### src/rtl/flash_erase_timer.sv
module flash_erase_timer #(
  parameter int NUM_SECT   = 16,
  parameter int CYC_PER_US = 100,
  parameter int US_PER_MS  = 1000,
  parameter int WINDOW_US  = 50,
  parameter int ERASE_EXP  = 9,
  parameter int CHIP_EXP   = 12,
  parameter int PROG_US    = 8,
  localparam int SW = $clog2(NUM_SECT)
) (
  input  logic          clk,
  input  logic          rst_n,
  input  logic          prog_stb,
  input  logic          prog_msb,
  input  logic          sect_stb,
  input  logic [SW-1:0] sect_idx,
  input  logic          chip_stb,
  input  logic          susp_stb,
  input  logic          resume_stb,
  input  logic          rd_stb,
  input  logic [SW-1:0] rd_sect,
  output logic [7:0]    status,
  output logic          busy,
  output logic          suspended,
  output logic          done,
  output logic          stat_sel
);
  localparam int PW = (CYC_PER_US > 1) ? $clog2(CYC_PER_US) : 1;
  localparam int CW = $clog2(NUM_SECT + 1);
  localparam int TW = 32;

  typedef enum logic [2:0] {M_IDLE, M_PROG, M_WIN, M_ERASE, M_CHIP, M_SUSP} mode_t;

  mode_t               mode;
  logic [PW-1:0]       pre;
  logic [TW-1:0]       rem, saved;
  logic [CW-1:0]       cnt;
  logic [NUM_SECT-1:0] flags;
  logic                dq7, dq6, dq3, dq2;

  logic running, tick, expire, susp_ok, sect_ok, new_sect;
  logic [TW-1:0] erase_full, chip_time;

  assign running    = (mode == M_PROG) || (mode == M_WIN) || (mode == M_ERASE) || (mode == M_CHIP);
  assign tick       = running && (pre == PW'(CYC_PER_US - 1));
  assign expire     = tick && (rem == TW'(1));
  assign susp_ok    = susp_stb && ((mode == M_WIN) || (mode == M_ERASE));
  assign sect_ok    = sect_stb && ((mode == M_IDLE) || (mode == M_WIN));
  assign new_sect   = !flags[sect_idx];
  assign erase_full = (TW'(cnt) * TW'(US_PER_MS)) << ERASE_EXP;
  assign chip_time  = TW'(US_PER_MS) << CHIP_EXP;

  assign status     = {dq7, dq6, 2'b00, dq3, dq2, 2'b00};
  assign busy       = running;
  assign suspended  = (mode == M_SUSP);
  assign stat_sel   = running || (suspended && flags[rd_sect]);

  always_ff @(posedge clk or negedge rst_n) begin
    if (!rst_n) begin
      mode  <= M_IDLE;
      pre   <= '0;
      rem   <= '0;
      saved <= '0;
      cnt   <= '0;
      flags <= '0;
      dq7   <= 1'b0;
      dq6   <= 1'b0;
      dq3   <= 1'b0;
      dq2   <= 1'b0;
      done  <= 1'b0;
    end else begin
      done <= 1'b0;
      pre  <= running ? (tick ? '0 : pre + 1'b1) : '0;
      if (tick) rem <= rem - 1'b1;

      if (susp_ok) begin
        saved <= (mode == M_WIN) ? erase_full : ((rem == '0) ? TW'(1) : rem);
        dq3   <= 1'b0;
        mode  <= M_SUSP;
        pre   <= '0;
      end else if (sect_ok) begin
        dq7            <= 1'b0;
        flags[sect_idx] <= 1'b1;
        cnt            <= cnt + CW'(new_sect);
        rem            <= TW'(WINDOW_US);
        pre            <= '0;
        mode           <= M_WIN;
      end else if (expire) begin
        if (mode == M_WIN) begin
          dq3  <= 1'b1;
          rem  <= erase_full;
          pre  <= '0;
          mode <= M_ERASE;
        end else begin
          dq7  <= ~dq7;
          done <= 1'b1;
          mode <= M_IDLE;
          if (mode == M_ERASE) begin
            dq3   <= 1'b0;
            flags <= '0;
            cnt   <= '0;
          end
        end
      end else if (resume_stb && mode == M_SUSP) begin
        rem   <= saved;
        saved <= '0;
        dq3   <= 1'b1;
        dq7   <= 1'b0;
        pre   <= '0;
        mode  <= M_ERASE;
      end else if (prog_stb && mode == M_IDLE) begin
        dq7  <= ~prog_msb;
        rem  <= TW'(PROG_US);
        pre  <= '0;
        mode <= M_PROG;
      end else if (chip_stb && mode == M_IDLE) begin
        dq7  <= 1'b0;
        rem  <= chip_time;
        pre  <= '0;
        mode <= M_CHIP;
      end

      if (rd_stb) begin
        case (mode)
          M_PROG: dq6 <= ~dq6;
          M_WIN, M_ERASE, M_CHIP: begin
            dq6 <= ~dq6;
            dq2 <= ~dq2;
          end
          M_SUSP: if (flags[rd_sect]) dq2 <= ~dq2;
          default: ;
        endcase
      end
    end
  end


  done_pulse_chk: assert property (@(posedge clk) disable iff (!rst_n)
    done |=> !done);


  done_clear_chk: assert property (@(posedge clk) disable iff (!rst_n)
    done |-> (!busy && cnt == '0 && !status[3]));


  susp_state_chk: assert property (@(posedge clk) disable iff (!rst_n)
    suspended |-> (!status[3] && !busy));


  resume_chk: assert property (@(posedge clk) disable iff (!rst_n)
    (resume_stb && suspended) |=> (busy && status[3] && !status[7]));


  prog_dq7_chk: assert property (@(posedge clk) disable iff (!rst_n)
    (prog_stb && !busy && !suspended && !sect_stb) |=> (status[7] == !$past(prog_msb)));


  susp_read_chk: assert property (@(posedge clk) disable iff (!rst_n)
    (suspended && rd_stb && !stat_sel && !resume_stb) |=> $stable(status));


  susp_wins_chk: assert property (@(posedge clk) disable iff (!rst_n)
    (susp_stb && busy && status[3]) |=> (suspended && !done));
endmodule

### config.mk
export PLATFORM = sky130hd
export DESIGN_NAME = flash_erase_timer
export DESIGN_NICKNAME = d
export VERILOG_FILES = /design/src/rtl/flash_erase_timer.sv
export SDC_FILE = /design/constraint.sdc
export NUM_CORES = 1
export LEC_CHECK = 0
export ABC_AREA = 1
export BUFFER_PORTS_ARGS = -buffer_cell sky130_fd_sc_hd__buf_2
export CORE_UTILIZATION = 48
export DETAILED_ROUTE_END_ITERATION = 6
export HOLD_SLACK_MARGIN = 0.12
export PLACE_DENSITY = 0.68
export SETUP_SLACK_MARGIN = 0.2
export SLEW_MARGIN = 25
export SYNTH_ARGS = -nofsm -noshare
export SYNTH_HDL_FRONTEND = slang
export SYNTH_SLANG_ARGS = --single-unit
### constraint.sdc
create_clock -name clk -period 4.9 [get_ports clk]
set_clock_uncertainty 0.05 [all_clocks]
set_input_delay 0.735 -clock clk [delete_from_list [all_inputs] [get_ports clk]]
set_output_delay 0.735 -clock clk [all_outputs]
set_load 0.005 [all_outputs]
## Word-level counts from Yosys, hierarchy flattened

Cells that the tools add are included.
Widths: inputs -> output; s select.

| word-level totals | value |
|---|---|
| bits in registers | 100 |
| output and inout port bits | 12 |
| word-level logic and storage cells | 132 |
| input bits | 17 |

| cells by class | value |
|---|---|
| reductions and logical operators | 33 |
| equal/unequal tests | 13 |
| bitwise logic cells | 6 |
| $add $sub $neg | 3 |
| order comparisons | 3 |
| mux-type cells | 62 |
| multipliers | 1 |

Operator list:

| kind | number |
|---|---|
| $mux 32 | 14 |
| $mux 16 | 4 |
| $mux 7 | 9 |
| $eq 32x1->1 const B | 1 |
| $logic_not 32->1 | 1 |
| $sub 32x1->32 const B | 1 |
| $mux 1 | 20 |
| $mux 5 | 4 |
| $mux 3 | 6 |
| $or 16x16->16 | 1 |
| $mul 5x7->12 const B | 1 |
| $reduce_and 3->1 | 4 |
| $lt 4x5->1 const B | 2 |
| $logic_and 1x1->1 | 9 |
| $bmux 1 s4 | 2 |
| $reduce_bool 2->1 | 4 |
| $add 7x1->7 const B | 1 |
| $eq 7x7->1 const B | 1 |
| $eq 3x2->1 const B | 2 |
| $eq 3x3->1 const B | 2 |
| $logic_or 1x1->1 | 6 |
| $reduce_bool 6->1 | 1 |
| $add 5x1->5 | 1 |
| $not 1->1 | 5 |
| 17 further kinds | 19 |

## Longest topological paths before layout

Gate-level depths: netlist of the first run.

| logic depth | value |
|---|---|
| word-level depth | 13 |
| mapped depth | 16 |

## Least setup slack after synthesis of the first run

Ideal clock, no wire load.

| timing | value |
|---|---|
| path type | register to register |
| start | register cnt[2] |
| end | register rem[23] |
| stages on the path, launching flop included | 15 |
| library setup time | 0.077 ns |
| data arrival time | 3.201 ns |
| setup slack | 1.572 ns |
| required time | 4.773 ns |
| path through | dfrtp_1 > fa_1 > fa_1 > inv_1 > fa_1 > inv_1 > ha_1 > nand2_1 > nand3_1 > nand2_1 > nand2_1 > nand2_1 > a21oi_1 > nand3b_1 > a21oi_1 |

| between the ends | value |
|---|---|
| cells in the longest elaborated chain, start to end | 5 |

Ends and longest elaborated chain:

| element | RTL line | RTL |
|---|---|---|
| start: declaration | 37 | `logic [CW-1:0] cnt;` |
| start signal: assignment | 84 | `cnt <= cnt + CW'(new_sect);` |
| $mul 5x7->12 | 50 | `assign erase_full = (TW'(cnt) * TW'(US_PER_MS)) << ERASE_EXP;` |
| $mux 32 | 89 | `if (mode == M_WIN) begin` |
| $mux 32 | 88 | `end else if (expire) begin` |
| $mux 32 | 81 | `end else if (sect_ok) begin` |
| $mux 32 | 76 | `if (susp_ok) begin` |
| end signal: assignment | 74 | `if (tick) rem <= rem - 1'b1;` |
| end signal: assignment | 85 | `rem <= TW'(WINDOW_US);` |
| end signal: assignment | 91 | `rem <= erase_full;` |
| end: declaration | 36 | `logic [TW-1:0] rem, saved;` |

No other way between the ends.
A chain may end at the register's enable or synchronous reset.

## Final worst setup path of the first run

Ends and elaborated chain as after synthesis.

==> metrics.txt, run 1 <==
run status=finished, final reports clean; Synth top area share=36.1%; Die X=122 um; synth warn=0; VDD IR max=0.000250 V; initial drt markers=507; Avg Vias per Cell=5.43; Netlist cell types=46; worst min-delay path category=input port to asynchronous set/reset pin; met2 Track Usage GR=39.0%; Max Cap Viol=0; clk slew on worst S/H paths=0.07 ns; CTS tree=built; Final Power=3.52 mW; RSZ-0062 raised after global routing=no; Via Count=6252; H-tree depth=3; first-pass GRT wire length=28.6 mm; # port buffers=24; initial antenna violation count=0; gr usage total=24.8%; top_reg_cell synth=dfrtp_1; grt met1 use=35.2%; Post-synth ARST share=100%; Seq/Total Area, Yosys=36.1%; # setup viols final=0; clk buf depth=2; cell area after synthesis=6930 um^2; total CTS buffers=9; Starting Density=49.5%; DR WL/cell=15.2 um; Yosys reg bits=100; worst slew pin tran=0.765 ns; WHS=0.392 ns; # clock sinks=100; setup_tns=0 ns; busiest layer in global routing=met2; multi-input logic area=3770 um^2; Max Clk Rate=280 MHz; count leader, synth=nand2_1; die height=122 um; total grt overflow=0; core area=14000 um^2; Mean Syn Cell Area=7.25 um^2; worst reg2reg startpoint=cnt[2]; I/O Pins=29; Hold-fix buffers, CTS=0; Arrival @ worst endpoint=3.76 ns; WL final=17.4 mm; CP Max Fanout=8; CP endpoint kind=register; vias in the first global route=5695; die area=14900 um^2; post-DP HPWL=12.6 mm; Post-CTS Setup Inserts=0; gpl congestion=0.914; Clock Root Buffer=clkbuf_16; final setup margin=1.33 ns; Req. time, crit path=5.09 ns; Crit Path Class=register to register; leakage power=3.72 nW; FF-to-FF End=rem[23]; post_cts resized=0; ant diodes=0; Power Density=475 nW/um^2; Final Hold Fails=0; FP Rows=43; Mapped Cells=955; clock latency at the later pin of the worst-skew pair=0.36 ns; Max Slew Vio Count=0; slew margin rel.=49.0%; share of layout cells above drive strength 1=7.21%; Post-Place Setup Slack=1.31 ns; largest net degree at the start of global routing=58; DR pass1 iterations=5; number of synthesized flops with an enable pin=0; grt met3 use=3.75%; Register Area=2500 um^2; Period minus WS final=3.57 ns; synth cell count leaders=242 x nand2_1, 122 x inv_1, 100 x dfrtp_1; P&R area growth vs syn=7.10%; Yosys top cell by area=dfrtp_1; DRC Markers=0; Fillers=1385; crit start category=register; nets@finish=1021; worst reg2reg path depth=13; Antenna Nets Post-Route=0; reg-to-reg slack, setup=1.33 ns; Synth area leaders=dfrtp_1 36%, nand2_1 13%, inv_1 6.6%; Tcrit/Tclk final=72.9%
worst max-delay path by stage:
stage                       from       to  slack (ns)  cells after the start
after floorplan           cnt[2]  rem[23]        1.57                     14
after global placement    cnt[2]  rem[23]        1.41                     13
after detailed placement  cnt[2]  rem[23]        1.31                     14
after CTS                 cnt[2]  rem[23]        1.32                     13
after global routing      cnt[2]  rem[23]        1.10                     14
final                     cnt[2]  rem[23]        1.33                     13
power by group:
group | switching, mW | internal [mW] | leakage [nW]
Clock | 0.331 | 0.375 | 0.131
Combinational | 1.15 | 0.516 | 2.24
Sequential | 0.157 | 0.999 | 1.34
Total | 1.64 | 1.89 | 3.72
placed cells by master, fill, tap and decap left out, types with 9 or more instances in the layout:
cell,n
a21oi_1,37
clkbuf_16,9
xor2_1,25
fa_1,10
dfrtp_1,100
nand4_1,10
o21ai_0,53
inv_1,122
buf_2,23
o21ai_1,37
nand2_1,242
nor2_1,95
nand3_1,80
ha_1,28
layout make-up:
type | count | share of cell area [%]
timing repair buffer | 27 | 1.96
inverter | 129 | 6.53
multi-input combinational | 699 | 50.9
clock buffer | 12 | 3.46
clock inverter | 4 | 0.422
sequential | 100 | 33.7
tap | 180 | 3.04
metrics by stage:
step	cell area, um^2	util [%]	cells
after floorplan	6940	-	958
after global placement	7130	51.0	1135
after detailed placement	7130	51.0	1135
after CTS	7420	53.0	1151
after global routing	7420	53.0	1151
final	7420	53.0	1151
kinds of logic (layout without fill, tap and decap cells):
| kind of cell | Yosys count | in the layout | share of synthesized area [%] |
|---|---|---|---|
| simple gates | 465 | 465 | 29.4 |
| other cells | 1 | 4 | 0.0541 |
| flops | 100 | 100 | 36.1 |
| compound gates | 161 | 161 | 13.0 |
| buf+inv | 159 | 172 | 9.55 |
| xor+xnor | 30 | 30 | 3.79 |
| fa+ha+maj | 38 | 38 | 7.95 |
| mux | 1 | 1 | 0.144 |
sequential cells by signal, indices dropped and copies added, names as in the netlist, 3 cells and up:
signal / cells
mode: 3
pre: 7
flags: 16
saved: 32
cnt: 5
rem: 32
critical path, cell delays in order (launching register included):
cell and delay, ns:
dfrtp_1 0.51, fa_1 0.61, fa_1 0.53, inv_1 0.05
fa_1 0.49, inv_1 0.04, ha_1 0.35, nand2_1 0.12
nand3_1 0.11, nand2_1 0.10, nand3_1 0.08, a21oi_1 0.20
nand3b_1 0.15, a21oi_1 0.07
metal layers:
| metal | wire length (um) | up-vias |
|---|---|---|
| met1 | 8510 | 2961 |
| met3 | 841 | 20 |
| met2 | 7830 | 168 |
| met4 | 260 | 0 |
| li1 | - | 3103 |
| met5 | 0 | - |
No activity file was read; power rests on OpenSTA's default activity.
==> run 2, diff against run 1 <==
==> constraint.sdc (replaced) <==
create_clock -name clk -period 3.6 [get_ports clk]
set_clock_uncertainty 0.05 [all_clocks]
set_input_delay 0.54 -clock clk [delete_from_list [all_inputs] [get_ports clk]]
set_output_delay 0.54 -clock clk [all_outputs]
set_load 0.005 [all_outputs]
==> run 2 against run 1 <==
Effect of this change: largest cell class unchanged; largest power group unchanged; critical path depth up 1; design area rose by 1.5%; flip-flop and latch count did not move; worst hold slack got worse by 0.27 ns; sequential power grew 35%; sequential share of layout area is 0.47 points lower.
==> metrics.txt, run 2 (same netlist as run 1, synthesis figures left out) <==
run status=finished, final reports clean; RSZ-0062 raised after global routing=no; Cell Int Power=2.60 mW; WL final=18.2 mm; Clock Power Share=19.4%; die height=122 um; CP Max Fanout=5; largest registers=rem x32, saved x32, flags x16; leakage power=3.77 nW; gr usage total=25.5%; gpl congestion=0.922; Comb pwr share=48.8%; Period minus WS final=3.27 ns; Switching Fraction=47.4%; CTS tree=built; I/O Pins=29; Crit Path Class=register to register; Die X=122 um; Via Count=6359; # clock sinks=100; Power Density=657 nW/um^2; nets@finish=1028; DRC Markers=0; Tcrit/Tclk final=90.8%; Post-Place Cell Area=7180 um^2; ant diodes=0; design area=7530 um^2; Req. time, crit path=3.79 ns; DR WL/cell=15.7 um; DR pass1 iterations=7; vias in the first global route=5886; P_sw=2.34 mW; Clock Root Buffer=clkbuf_16; share of layout cells above drive strength 1=8.90%; # port buffers=24; slew margin rel.=56.3%; crit start category=register; Max Slew Vio Count=0; Max Clk Rate=306 MHz; setup_tns=0 ns; Avg Vias per Cell=5.49; Final Hold Fails=0; Starting Density=49.5%; core area=14000 um^2; initial antenna violation count=0; die area=14900 um^2; most frequent cells in the layout=241 x nand2_1, 122 x inv_1, 99 x dfrtp_1; initial drt markers=668; CP endpoint kind=register; H-tree depth=3; worst slew pin tran=0.655 ns; # setup viols final=0; Arrival @ worst endpoint=3.46 ns; P&R area growth vs syn=8.67%; Antenna Nets Post-Route=0; clk buf depth=2; total CTS buffers=9; Max Cap Viol=0; leading cell type in the layout, fill and taps excluded=nand2_1; worst min-delay path category=input port to asynchronous set/reset pin; clock latency at the later pin of the worst-skew pair=0.36 ns; FP Rows=43; total grt overflow=0; clk slew on worst S/H paths=0.07 ns; first-pass GRT wire length=29.3 mm; sequential power share=31.7%; VDD IR max=0.000353 V; largest net degree at the start of global routing=59; post-DP HPWL=13.1 mm
## run 2: worst paths after layout
path                              from       end  slack (ns)  cells after the start
worst max-delay path            cnt[4]   rem[22]        0.33                     14
worst min-delay path             rst_n  flags[4]        0.12                      1
worst max register to register  cnt[4]   rem[22]        0.33                     14
worst min register to register  pre[0]    pre[0]        0.41                      1
max in group asynchronous        rst_n   rem[28]        2.65                      2
min in group clk                rd_stb       dq2        0.41                      3
## run 2: through the flow
stage / worst slack, ns / hold WS, ns / util [%] / instances / power, mW
after floorplan: 0.272 / 0.194 / - / 958 / 3.26
after global placement: 0.184 / 0.397 / 51.3 / 1140 / 3.84
after detailed placement: 0.146 / 0.409 / 51.3 / 1140 / 3.87
after CTS: 0.217 / 0.149 / 53.3 / 1156 / 4.83
after global routing: 0.167 / 0.168 / 53.8 / 1158 / 5.33
final: 0.331 / 0.122 / 53.8 / 1158 / 4.94
## run 2: critical path, cell delays in order, from the launching register on
cell and delay (ns):
dfrtp_1 0.41, fa_2 0.52, fa_1 0.52, inv_1 0.05, fa_1 0.50, inv_1 0.06
ha_4 0.29, nand2_1 0.07, nor2_1 0.11, nand2_1 0.08, nand2_1 0.07, nand2_1 0.07
a21oi_2 0.15, nand3b_1 0.13, a21oi_1 0.07
## run 2: power by group through the flow
stage | Sequential, mW | Combinational, mW | Clock, mW
CTS | 1.57 | 2.30 | 0.966
floorplan | 1.51 | 1.75 | 0
global placement | 1.58 | 2.26 | 0
global route | 1.60 | 2.72 | 1.01
finish | 1.57 | 2.41 | 0.960
detailed placement | 1.58 | 2.29 | 0
## run 2: cell type report
type / instances / area, um^2
Multi-Input combinational cell: 699 / 3830
Inverter: 129 / 484
Timing Repair Buffer: 34 / 210
Tap cell: 180 / 225
Clock inverter: 6 / 47.5
Fill cell: 1383 / 6460
Clock buffer: 10 / 229
Sequential cell: 100 / 2500
## run 2: repair_timing
item / in CTS / in global routing
hold buffers: 0 / 0
setup endpoints to repair: 7 / 12
gates resized for setup: 1 / 12
pin swaps: 1 / 3
buffers inserted: 0 / 2
## run 2: metal layers
metal,global-route usage (%),routed length [um],vias up
met5,0,0,-
met4,9.30,322,0
met3,4.26,1200,24
met2,39.2,8110,230
met1,35.9,8590,2987
li1,-,-,3118
